[config.mk]
export PLATFORM = sky130hd
export DESIGN_NAME = batt_prot_seq
export DESIGN_NICKNAME = d
export VERILOG_FILES = /design/src/rtl/batt_prot_pkg.sv /design/src/rtl/sample_timer.sv /design/src/rtl/prot_filter.sv /design/src/rtl/batt_prot_seq.sv
export SDC_FILE = /design/constraint.sdc
export NUM_CORES = 1
export LEC_CHECK = 0
export BUFFER_PORTS_ARGS = -buffer_cell sky130_fd_sc_hd__buf_2
export CORE_MARGIN = 10
export CORE_UTILIZATION = 50
export DETAILED_ROUTE_END_ITERATION = 8
export PLACE_DENSITY = 0.89
export SYNTH_ARGS = -nofsm -noshare
export SYNTH_HDL_FRONTEND = slang
export SYNTH_SLANG_ARGS = --single-unit
export TNS_END_PERCENT = 10
[constraint.sdc]
create_clock -name clk_i -period 3.34 [get_ports clk_i]
set_input_delay 0.668 -clock clk_i [delete_from_list [all_inputs] [get_ports clk_i]]
set_output_delay 0.668 -clock clk_i [all_outputs]
set_load 0.03 [all_outputs]
[src/rtl/batt_prot_pkg.sv]
package batt_prot_pkg;
  localparam int PROT_N = 3;
  localparam int IDX_OV = 0;
  localparam int IDX_UV = 1;
  localparam int IDX_OC = 2;

  localparam int ST_REG = 0;
  localparam int ST_UV  = 1;
  localparam int ST_CHG = 2;

  localparam logic [2:0] MODE_NORMAL = 3'b000;
endpackage

[src/rtl/sample_timer.sv]
module sample_timer #(
  parameter int PERIOD_MS = 125,
  parameter int WINDOW_MS = 2
) (
  input  logic       clk_i,
  input  logic       rst_ni,
  input  logic       tick_i,
  input  logic [2:0] mode_i,
  output logic       sense_en_o
);
  import batt_prot_pkg::*;

  localparam int CNT_W = (PERIOD_MS > 1) ? $clog2(PERIOD_MS) : 1;
  localparam logic [CNT_W-1:0] LAST = CNT_W'(PERIOD_MS - 1);
  localparam logic [CNT_W-1:0] WIN  = CNT_W'(WINDOW_MS);

  logic [CNT_W-1:0] cnt_q;
  logic [2:0]       mode_q;
  logic             normal, restart;

  assign normal  = (mode_i == MODE_NORMAL);
  assign restart = normal && (mode_q != MODE_NORMAL);

  always_ff @(posedge clk_i or negedge rst_ni) begin
    if (!rst_ni) begin
      cnt_q  <= '0;
      mode_q <= MODE_NORMAL;
    end else begin
      mode_q <= mode_i;
      if (restart)                cnt_q <= '0;
      else if (tick_i) begin
        if (cnt_q >= LAST)        cnt_q <= '0;
        else                      cnt_q <= cnt_q + 1'b1;
      end
    end
  end

  // restart reopens the window in the same cycle, ahead of the stale count
  assign sense_en_o = !normal || restart || (cnt_q < WIN);


  cnt_range_chk: assert property (@(posedge clk_i) disable iff (!rst_ni)
    cnt_q <= LAST);

  restart_zero_chk: assert property (@(posedge clk_i) disable iff (!rst_ni)
    (normal && mode_q != MODE_NORMAL) |=> (cnt_q == '0));
endmodule

[src/rtl/prot_filter.sv]
module prot_filter #(
  parameter int DLY_W = 8
) (
  input  logic             clk_i,
  input  logic             rst_ni,
  input  logic             tick_i,
  input  logic             en_i,
  input  logic             flag_i,
  input  logic [DLY_W-1:0] det_dly_i,
  input  logic [DLY_W-1:0] rel_dly_i,
  output logic             act_o
);
  localparam logic [DLY_W-1:0] ONE = DLY_W'(1);

  logic             act_q;
  logic [DLY_W-1:0] cnt_q;
  logic [DLY_W-1:0] dly;
  logic             mismatch, done;

  assign dly      = act_q ? rel_dly_i : det_dly_i;
  assign mismatch = (flag_i != act_q);
  assign done     = (dly == '0) || (tick_i && (cnt_q >= dly - ONE));

  always_ff @(posedge clk_i or negedge rst_ni) begin
    if (!rst_ni) begin
      act_q <= 1'b0;
      cnt_q <= '0;
    end else if (en_i) begin
      if (!mismatch) begin
        cnt_q <= '0;
      end else if (done) begin
        act_q <= flag_i;
        cnt_q <= '0;
      end else if (tick_i) begin
        cnt_q <= cnt_q + 1'b1;
      end
    end
  end

  assign act_o = act_q;


  gated_hold_chk: assert property (@(posedge clk_i) disable iff (!rst_ni)
    !en_i |=> ($stable(act_q) && $stable(cnt_q)));

  glitch_clear_chk: assert property (@(posedge clk_i) disable iff (!rst_ni)
    (en_i && (flag_i == act_q)) |=> (cnt_q == '0));

  enter_cause_chk: assert property (@(posedge clk_i) disable iff (!rst_ni)
    $rose(act_q) |-> ($past(flag_i) && $past(en_i)));

  leave_cause_chk: assert property (@(posedge clk_i) disable iff (!rst_ni)
    $fell(act_q) |-> (!$past(flag_i) && $past(en_i)));
endmodule

[src/rtl/batt_prot_seq.sv]
module batt_prot_seq
  import batt_prot_pkg::*;
#(
  parameter int PERIOD_MS = 125,
  parameter int WINDOW_MS = 2,
  parameter int DLY_W     = 8
) (
  input  logic             clk_i,
  input  logic             rst_ni,
  input  logic             ms_tick_i,
  input  logic [2:0]       mode_i,
  input  logic             ov_flag_i,
  input  logic             uv_flag_i,
  input  logic             oc_flag_i,
  input  logic             ce_flag_i,
  input  logic             reg_ok_i,
  input  logic             chg_sw_off_i,
  input  logic [DLY_W-1:0] ov_det_dly_i,
  input  logic [DLY_W-1:0] ov_rel_dly_i,
  input  logic [DLY_W-1:0] uv_det_dly_i,
  input  logic [DLY_W-1:0] uv_rel_dly_i,
  input  logic [DLY_W-1:0] oc_det_dly_i,
  input  logic [DLY_W-1:0] oc_rel_dly_i,
  output logic             vsense_en_o,
  output logic             pack_off_o,
  output logic [7:0]       status_o
);
  logic                vsense_en;
  logic [PROT_N-1:0]   flag_v, en_v, act_v;
  logic [DLY_W-1:0]    det_v [PROT_N];
  logic [DLY_W-1:0]    rel_v [PROT_N];
  logic                st_chg;

  sample_timer #(
    .PERIOD_MS (PERIOD_MS),
    .WINDOW_MS (WINDOW_MS)
  ) u_timer (
    .clk_i      (clk_i),
    .rst_ni     (rst_ni),
    .tick_i     (ms_tick_i),
    .mode_i     (mode_i),
    .sense_en_o (vsense_en)
  );

  assign flag_v[IDX_OV] = ov_flag_i;
  assign flag_v[IDX_UV] = uv_flag_i;
  assign flag_v[IDX_OC] = oc_flag_i;
  assign en_v[IDX_OV]   = vsense_en;
  assign en_v[IDX_UV]   = vsense_en;
  assign en_v[IDX_OC]   = 1'b1;
  assign det_v[IDX_OV]  = ov_det_dly_i;
  assign rel_v[IDX_OV]  = ov_rel_dly_i;
  assign det_v[IDX_UV]  = uv_det_dly_i;
  assign rel_v[IDX_UV]  = uv_rel_dly_i;
  assign det_v[IDX_OC]  = oc_det_dly_i;
  assign rel_v[IDX_OC]  = oc_rel_dly_i;

  for (genvar g = 0; g < PROT_N; g++) begin : g_flt
    prot_filter #(.DLY_W(DLY_W)) u_flt (
      .clk_i     (clk_i),
      .rst_ni    (rst_ni),
      .tick_i    (ms_tick_i),
      .en_i      (en_v[g]),
      .flag_i    (flag_v[g]),
      .det_dly_i (det_v[g]),
      .rel_dly_i (rel_v[g]),
      .act_o     (act_v[g])
    );
  end

  assign st_chg = act_v[IDX_OV] | (ce_flag_i & ~chg_sw_off_i);

  always_comb begin
    status_o         = '0;
    status_o[ST_REG] = ~reg_ok_i | act_v[IDX_OC];
    status_o[ST_UV]  = act_v[IDX_UV];
    status_o[ST_CHG] = st_chg;
  end

  assign vsense_en_o = vsense_en;
  assign pack_off_o  = |act_v;


  monitor_sense_chk: assert property (@(posedge clk_i) disable iff (!rst_ni)
    (mode_i != MODE_NORMAL) |-> vsense_en_o);

  oc_free_run_chk: assert property (@(posedge clk_i) disable iff (!rst_ni)
    (oc_flag_i && oc_det_dly_i == '0) |=> status_o[ST_REG]);

  pack_off_src_chk: assert property (@(posedge clk_i) disable iff (!rst_ni)
    pack_off_o |-> (status_o[ST_UV] || act_v[IDX_OV] || act_v[IDX_OC]));
endmodule

**Word level (Yosys, flattened, before mapping)**

Index checks and enable logic that the tools add are counted.

- $add $sub $neg: 7
- Magnitude comparators: 5
- Eq/ne operators: 6
- Mux-type cells: 15
- Bitwise operators: 5
- Reductions and logical operators: 22

Operators with widths:

| kind | count |
|---|---|
| 8-bit 2-to-1 mux | 12 |
| 8-bit by 1-bit adder with 8-bit output, second input constant | 3 |
| 8-bit >= comparator | 3 |
| 8-bit logical NOT | 3 |
| 8-bit by 1-bit subtractor with 8-bit output, second input constant | 3 |
| 7-bit 2-to-1 mux | 3 |
| 3-bit inequality test, second input constant | 3 |
| 7-bit by 1-bit adder with 7-bit output, second input constant | 1 |
| 7-bit >= comparator, second input constant | 1 |
| 7-bit by 2-bit < comparator with 1-bit output, second input constant | 1 |
| 2-bit AND reduction | 3 |
| 3-bit AND reduction | 2 |
| 1-bit logical OR | 5 |
| 1-bit logical AND | 4 |
| 3-bit logical NOT | 1 |
| 1-bit inequality test | 3 |
| 3-bit nonzero test | 1 |
| 3-bit OR reduction | 1 |
| 1-bit inverter | 2 |
| 1-bit bitwise OR | 2 |
| 2-bit nonzero test | 1 |
| 1-bit AND | 1 |
| 1-bit logical NOT | 1 |

- Register bits: 37
- Input bits: 60
- Output and inout bits: 10
- Logic and storage cells: 68

**Logic depth before layout (Yosys ltp)**

- Depth in word-level cells: 7
- Depth in mapped cells: 16
- Gate-level depth less buffers: 14

**By module**

A second synthesis with hierarchy kept.

- Cell total of the unflattened synthesis: 426
- Area total of the unflattened synthesis: 3824.9 um^2

By module, submodules not included:

| module | instances | cells each | area each (um^2) | seq. area each (um^2) |
|---|---|---|---|---|
| prot_filter (g_flt[0].u_flt ...) | 2 | 121 | 1079.8 | 225.2 |
| prot_filter (g_flt[1].u_flt) | 1 | 117 | 1052.3 | 225.2 |
| sample_timer | 1 | 54 | 529.3 | 250.2 |
| batt_prot_seq | 1 | 13 | 83.8 | 0.0 |

**Least setup slack after synthesis**

OpenSTA, ideal clock, no wires.

- Path type: input port to flip-flop
- Start point: input ov_rel_dly_i[0]
- End point: register g_flt[0].u_flt.cnt_q[5]
- Setup time: 0.065 ns
- Data arrival time: 3.306 ns
- Required time: 3.275 ns
- Path slack: -0.031 ns
- Cell stages on the path: 13
- Path buffers: 1
- Cell sequence: mux2i_1 nand3_1 or2_2 nor2_1 xor2_1 ha_1 a21oi_1 o21ai_0 a22oi_1 or4b_1 buf_2 or3b_1 nand2_1

- Word-level cells in the longest chain between the ends: 7
- Elaborated cells between the ends (all ways): 10
- Those cells by class: add/sub (1); order compare (1); eq/ne (1); mux (3); reduce/logical (4)

RTL lines:

| item | line | text |
|---|---|---|
| start, declared | batt_prot_seq.sv:19 | `input logic [DLY_W-1:0] ov_rel_dly_i,` |
| 8-bit 2-to-1 mux (*) | prot_filter.sv:20 | `assign dly = act_q ? rel_dly_i : det_dly_i;` |
| 8-bit by 1-bit subtractor with 8-bit output | prot_filter.sv:22 | `assign done = (dly == '0) \|\| (tick_i && (cnt_q >= dly - ONE));` |
| 8-bit >= comparator | prot_filter.sv:22 |  |
| 1-bit logical AND | prot_filter.sv:22 |  |
| 1-bit logical OR (*) | prot_filter.sv:22 |  |
| 3-bit inequality test (no line) / 8-bit 2-to-1 mux (equally long branches) | -- |  |
| 2-bit AND reduction (no line) / 8-bit 2-to-1 mux (equally long branches) | -- |  |
| end signal, assigned | prot_filter.sv:35 | `cnt_q <= cnt_q + 1'b1;` |
| end, declared | prot_filter.sv:16 | `logic [DLY_W-1:0] cnt_q;` |

Every way passes the cells marked *; elsewhere a longest branch is shown, timed or not.
A chain may end at the register's enable or synchronous reset.

**Final worst setup path**

- Start point: register g_flt[0].u_flt.act_q
- End point: register g_flt[0].u_flt.cnt_q[5]

- Word-level cells in the longest chain between the ends: 7
- Elaborated cells between the ends (all ways): 11
- Those cells by class: add/sub (1); order compare (1); eq/ne (2); mux (3); reduce/logical (4)

RTL lines:

| item | line | text |
|---|---|---|
| start, declared | prot_filter.sv:15 | `logic act_q;` |
| start signal, assigned | prot_filter.sv:32 | `act_q <= flag_i;` |
| 8-bit 2-to-1 mux | prot_filter.sv:20 |  |
| 8-bit by 1-bit subtractor with 8-bit output | prot_filter.sv:22 |  |
| 8-bit >= comparator | prot_filter.sv:22 |  |
| 1-bit logical AND | prot_filter.sv:22 |  |
| 1-bit logical OR | prot_filter.sv:22 |  |
| 3-bit inequality test (no line) / 8-bit 2-to-1 mux (equally long branches) | -- |  |
| 2-bit AND reduction (no line) / 8-bit 2-to-1 mux (equally long branches) | -- |  |

Parallel ways exist; a longest one is shown, timed or not.

==> impl_metrics.yaml <==
timing:
  hold_violations: 0
  tns_ns: 0
  post-route-min-period_ns: 3.23
  tightest_slew_ns: 0.824
  timing.slew.headroom_pct: 45.1
  drv_slew: 0
  finalWorstSetupSlack_ns: 0.111
  fin_crit_sh_pct: 96.7
  setup_viol: 0
  fmax_mhz: 310
  whs_ns: 0.469
  grt_setup_unrepaired: "yes"
  finClkSkew_ns: 0.00376
logic_synthesis:
  synth_area_sq_mm: 0.00327
  post_synth_num_cell_types: 53
  synth_edf_count: 0
  ys_dominant_reg_cell: "dfrtp_1"
  async_flop_share_pct: 100
  ys_seq_elements: 37
  syn_area_per_cell_sq_um: 8.74
  synthCells: 374
  synth_warnings: 0
  ys_seq_area_share_pct: 28.3
die:
  die_x_um: 101
  die_h_um: 101
  core_area_sq_mm: 0.00635
  initial_core_util_pct: 51.5
  io_pins: 70
  dieArea_sq_mm: 0.0102
  std_cell_rows: 29
flow_run:
  drv_cap: 0
clocking:
  path_clk_slew_ns: 0.07
  clockBufferDepth: 2
  clockRootBuffer: "clkbuf_8"
  cts_hold_buf: 0
  tritoncts: "yes"
  htree_levels: 2
  post_cts_buffers: 0
  clock-sinks: 37
  clk_latency_ns: 0.29
  cts_made_buffers: 5
layout:
  seq_area_sq_um: 928
  fin_nets: 555
  syn_to_final_growth_pct: 22.8
  final_area_sq_mm: 0.00402
  nFillCells: 522
  multi_input_area_sq_mm: 0.00234
  antenna_cells: 0
  final_layout_size_suffix_gt1_share_pct: 27.3
  final_cells: 538
routing:
  finalWirelength_mm: 8.13
  wl_per_cell_um: 15.1
  ant_nets: 0
  drtPass1Iterations: 4
  drc: 0
  vias_per_cell: 5.72
  num_vias: 3076
  drtIter0Drc: 176
min_path:
  hold_path.class: "input pin to async pin"
critical_path:
  worst_setup_path_end_kind: "flip-flop"
  path_delay_family: "simple AND/OR/NAND/NOR gates"
  crit_chain: "mux2i_4 -> nand3_2 -> or2_4 -> nor2_2 -> xor2_1 -> ha_1 -> a21oi_1 -> o21ai_1 -> a22oi_1 -> or4b_4 -> or3b_1 -> nand2_1"
  worst_setup_path_start_kind: "flip-flop"
  cp_slowest_cell: "or4b_4"
  cpPeakStageDelay_ns: 0.51
  worstPathArrival_ns: 3.46
  critical_path_class: "flip-flop to flip-flop"
  required_ns: 3.58
  cp_num_buf_inv: 0
  critPathMaxFanout: 6
power_and_ir_drop:
  p_comb_share_pct: 56.2
  cellLeakagePower_nw: 1.88
  power.density_mw_per_mm2: 552
  p_seq_share_pct: 29.3
  switchingPower_mw: 0.931
  swShare_pct: 41.9
  ir_drop_mv: 0.527
  p_int_mw: 1.29
  clockPowerShare_pct: 14.4
placement:
  io_buffers: 64
  hpwl_mm: 6.53
  placed_cell_area_sq_mm: 0.00382
  dp_cells: 531
  gp_congestion: 0.865
  dp_slack_ns: -0.148
global_routing:
  first_global_vias: 3136
  antenna_found_initial: 0
  grt_max_degree: 38
  grt_first_pass_wirelength_mm: 13.6
  gr-total-overflow: 0
  track_usage_pct: 15.7
status:
  status: "finished clean"
## power by group through the flow
stage | Clock, mW | Sequential [mW] | Combinational, mW
4_1_cts | 0.329 | 0.639 | 1.19
2_1_floorplan | 0 | 0.596 | 0.880
3_5_place_dp | 0 | 0.644 | 1.18
5_1_grt | 0.345 | 0.667 | 1.40
3_3_place_gp | 0 | 0.640 | 1.14
6_report | 0.321 | 0.650 | 1.25
## metal layers
layer | global-route usage, % | up-vias | share of wire [%]
met5 | 0 | - | 0
met4 | 6.20 | 0 | 2.1
met3 | 5.42 | 18 | 8.3
met2 | 27.7 | 85 | 50
met1 | 16.7 | 1451 | 40
li1 | - | 1522 | -
## path summary, 6_finish.rpt
kind / start / end / slack [ns] / cells after the start
min in group clk_i: mode_i[2] / u_timer.mode_q[2] / 0.50 / 1
max reg2reg: g_flt[0].u_flt.act_o / g_flt[0].u_flt.cnt_q[5] / 0.11 / 12
min reg2reg: u_timer.cnt_q[0] / u_timer.cnt_q[0] / 0.53 / 1
min: rst_ni / g_flt[1].u_flt.cnt_q[1] / 0.47 / 1
max in group asynchronous: rst_ni / g_flt[1].u_flt.act_o / 2.30 / 1
max: g_flt[0].u_flt.act_o / g_flt[0].u_flt.cnt_q[5] / 0.11 / 12
## layout make-up
class	instances	area share [%]
Inverter	8	0.748
Tap cell	77	2.40
Clock inverter	1	0.187
Timing Repair Buffer	92	13.3
Multi-Input combinational cell	317	58.2
Sequential cell	37	23.1
Clock buffer	6	2.06
## synth_stat cells, types with 3 or more instances
library cell / count / share of area, %
and2_1: 6 / 1.1
nor3b_1: 7 / 1.6
xor2_1: 16 / 4.3
nor3_1: 15 / 2.3
o21ai_0: 24 / 3.7
xnor2_1: 20 / 5.4
dfrtp_1: 37 / 28
nand3_1: 21 / 3.2
buf_2: 4 / 0.61
ha_1: 34 / 13
and3_1: 7 / 1.3
or3_1: 5 / 0.96
nand2_1: 24 / 2.8
nor2_1: 36 / 4.1
nand4_1: 4 / 0.77
mux2_2: 3 / 1.0
a211o_1: 3 / 0.80
clkbuf_1: 3 / 0.34
buf_4: 7 / 1.6
a21o_1: 5 / 1.1
inv_1: 8 / 0.92
nand2b_1: 8 / 1.5
a21oi_1: 14 / 2.1
mux2i_1: 22 / 6.7
## stage by stage
stage | total power [mW] | util (%)
2_1_floorplan | 1.48 | -
3_3_place_gp | 1.78 | 60.1
3_5_place_dp | 1.83 | 60.1
4_1_cts | 2.16 | 61.5
5_1_grt | 2.42 | 63.3
6_report | 2.22 | 63.3
## what timing repair did
action | CTS | global route
pin swaps | 0 | 4
setup endpoints to repair | 2 | 26
gates cloned | 0 | 0
resized for setup | 1 | 23
## layout by cell type, fill, tap and decap left out, types with 3 or more instances in the layout
| master | count |
|---|---|
| clkbuf_8 | 6 |
| a21o_1 | 5 |
| and3_1 | 7 |
| dfrtp_1 | 35 |
| xor2_1 | 16 |
| xnor2_1 | 20 |
| conb_1 | 5 |
| or3_1 | 5 |
| nor3b_2 | 3 |
| nand2b_1 | 7 |
| and2_1 | 6 |
| nand2_1 | 24 |
| nor2_1 | 35 |
| buf_4 | 27 |
| mux2_2 | 3 |
| a21oi_1 | 12 |
| nand4_1 | 4 |
| nor3b_1 | 4 |
| nor3_2 | 3 |
| buf_2 | 64 |
| o21ai_1 | 3 |
| nand3_1 | 20 |
| nor3_1 | 12 |
| a211o_1 | 3 |
| inv_1 | 8 |
| o21ai_0 | 23 |
| ha_1 | 33 |
| mux2i_1 | 19 |
## cells by family after synthesis
| family | Yosys count | synth area share, % |
|---|---|---|
| other | 1 | 0.115 |
| multiplexers | 25 | 7.77 |
| AND/OR/NAND/NOR | 145 | 22.8 |
| XOR/XNOR | 36 | 9.64 |
| buffers and inverters | 24 | 3.94 |
| adder cells (fa/ha/maj) | 34 | 13.0 |
| flip-flops | 37 | 28.3 |
| AO/OA/AOI/OAI | 72 | 14.4 |
## flip-flops by register name (all words and copies together), names as in the netlist
name and flops:
u_timer.cnt_q 7, g_flt.u_flt.act_o 3, g_flt.u_flt.cnt_q 24, u_timer.mode_q 3
(Power assumes the default switching activity.)
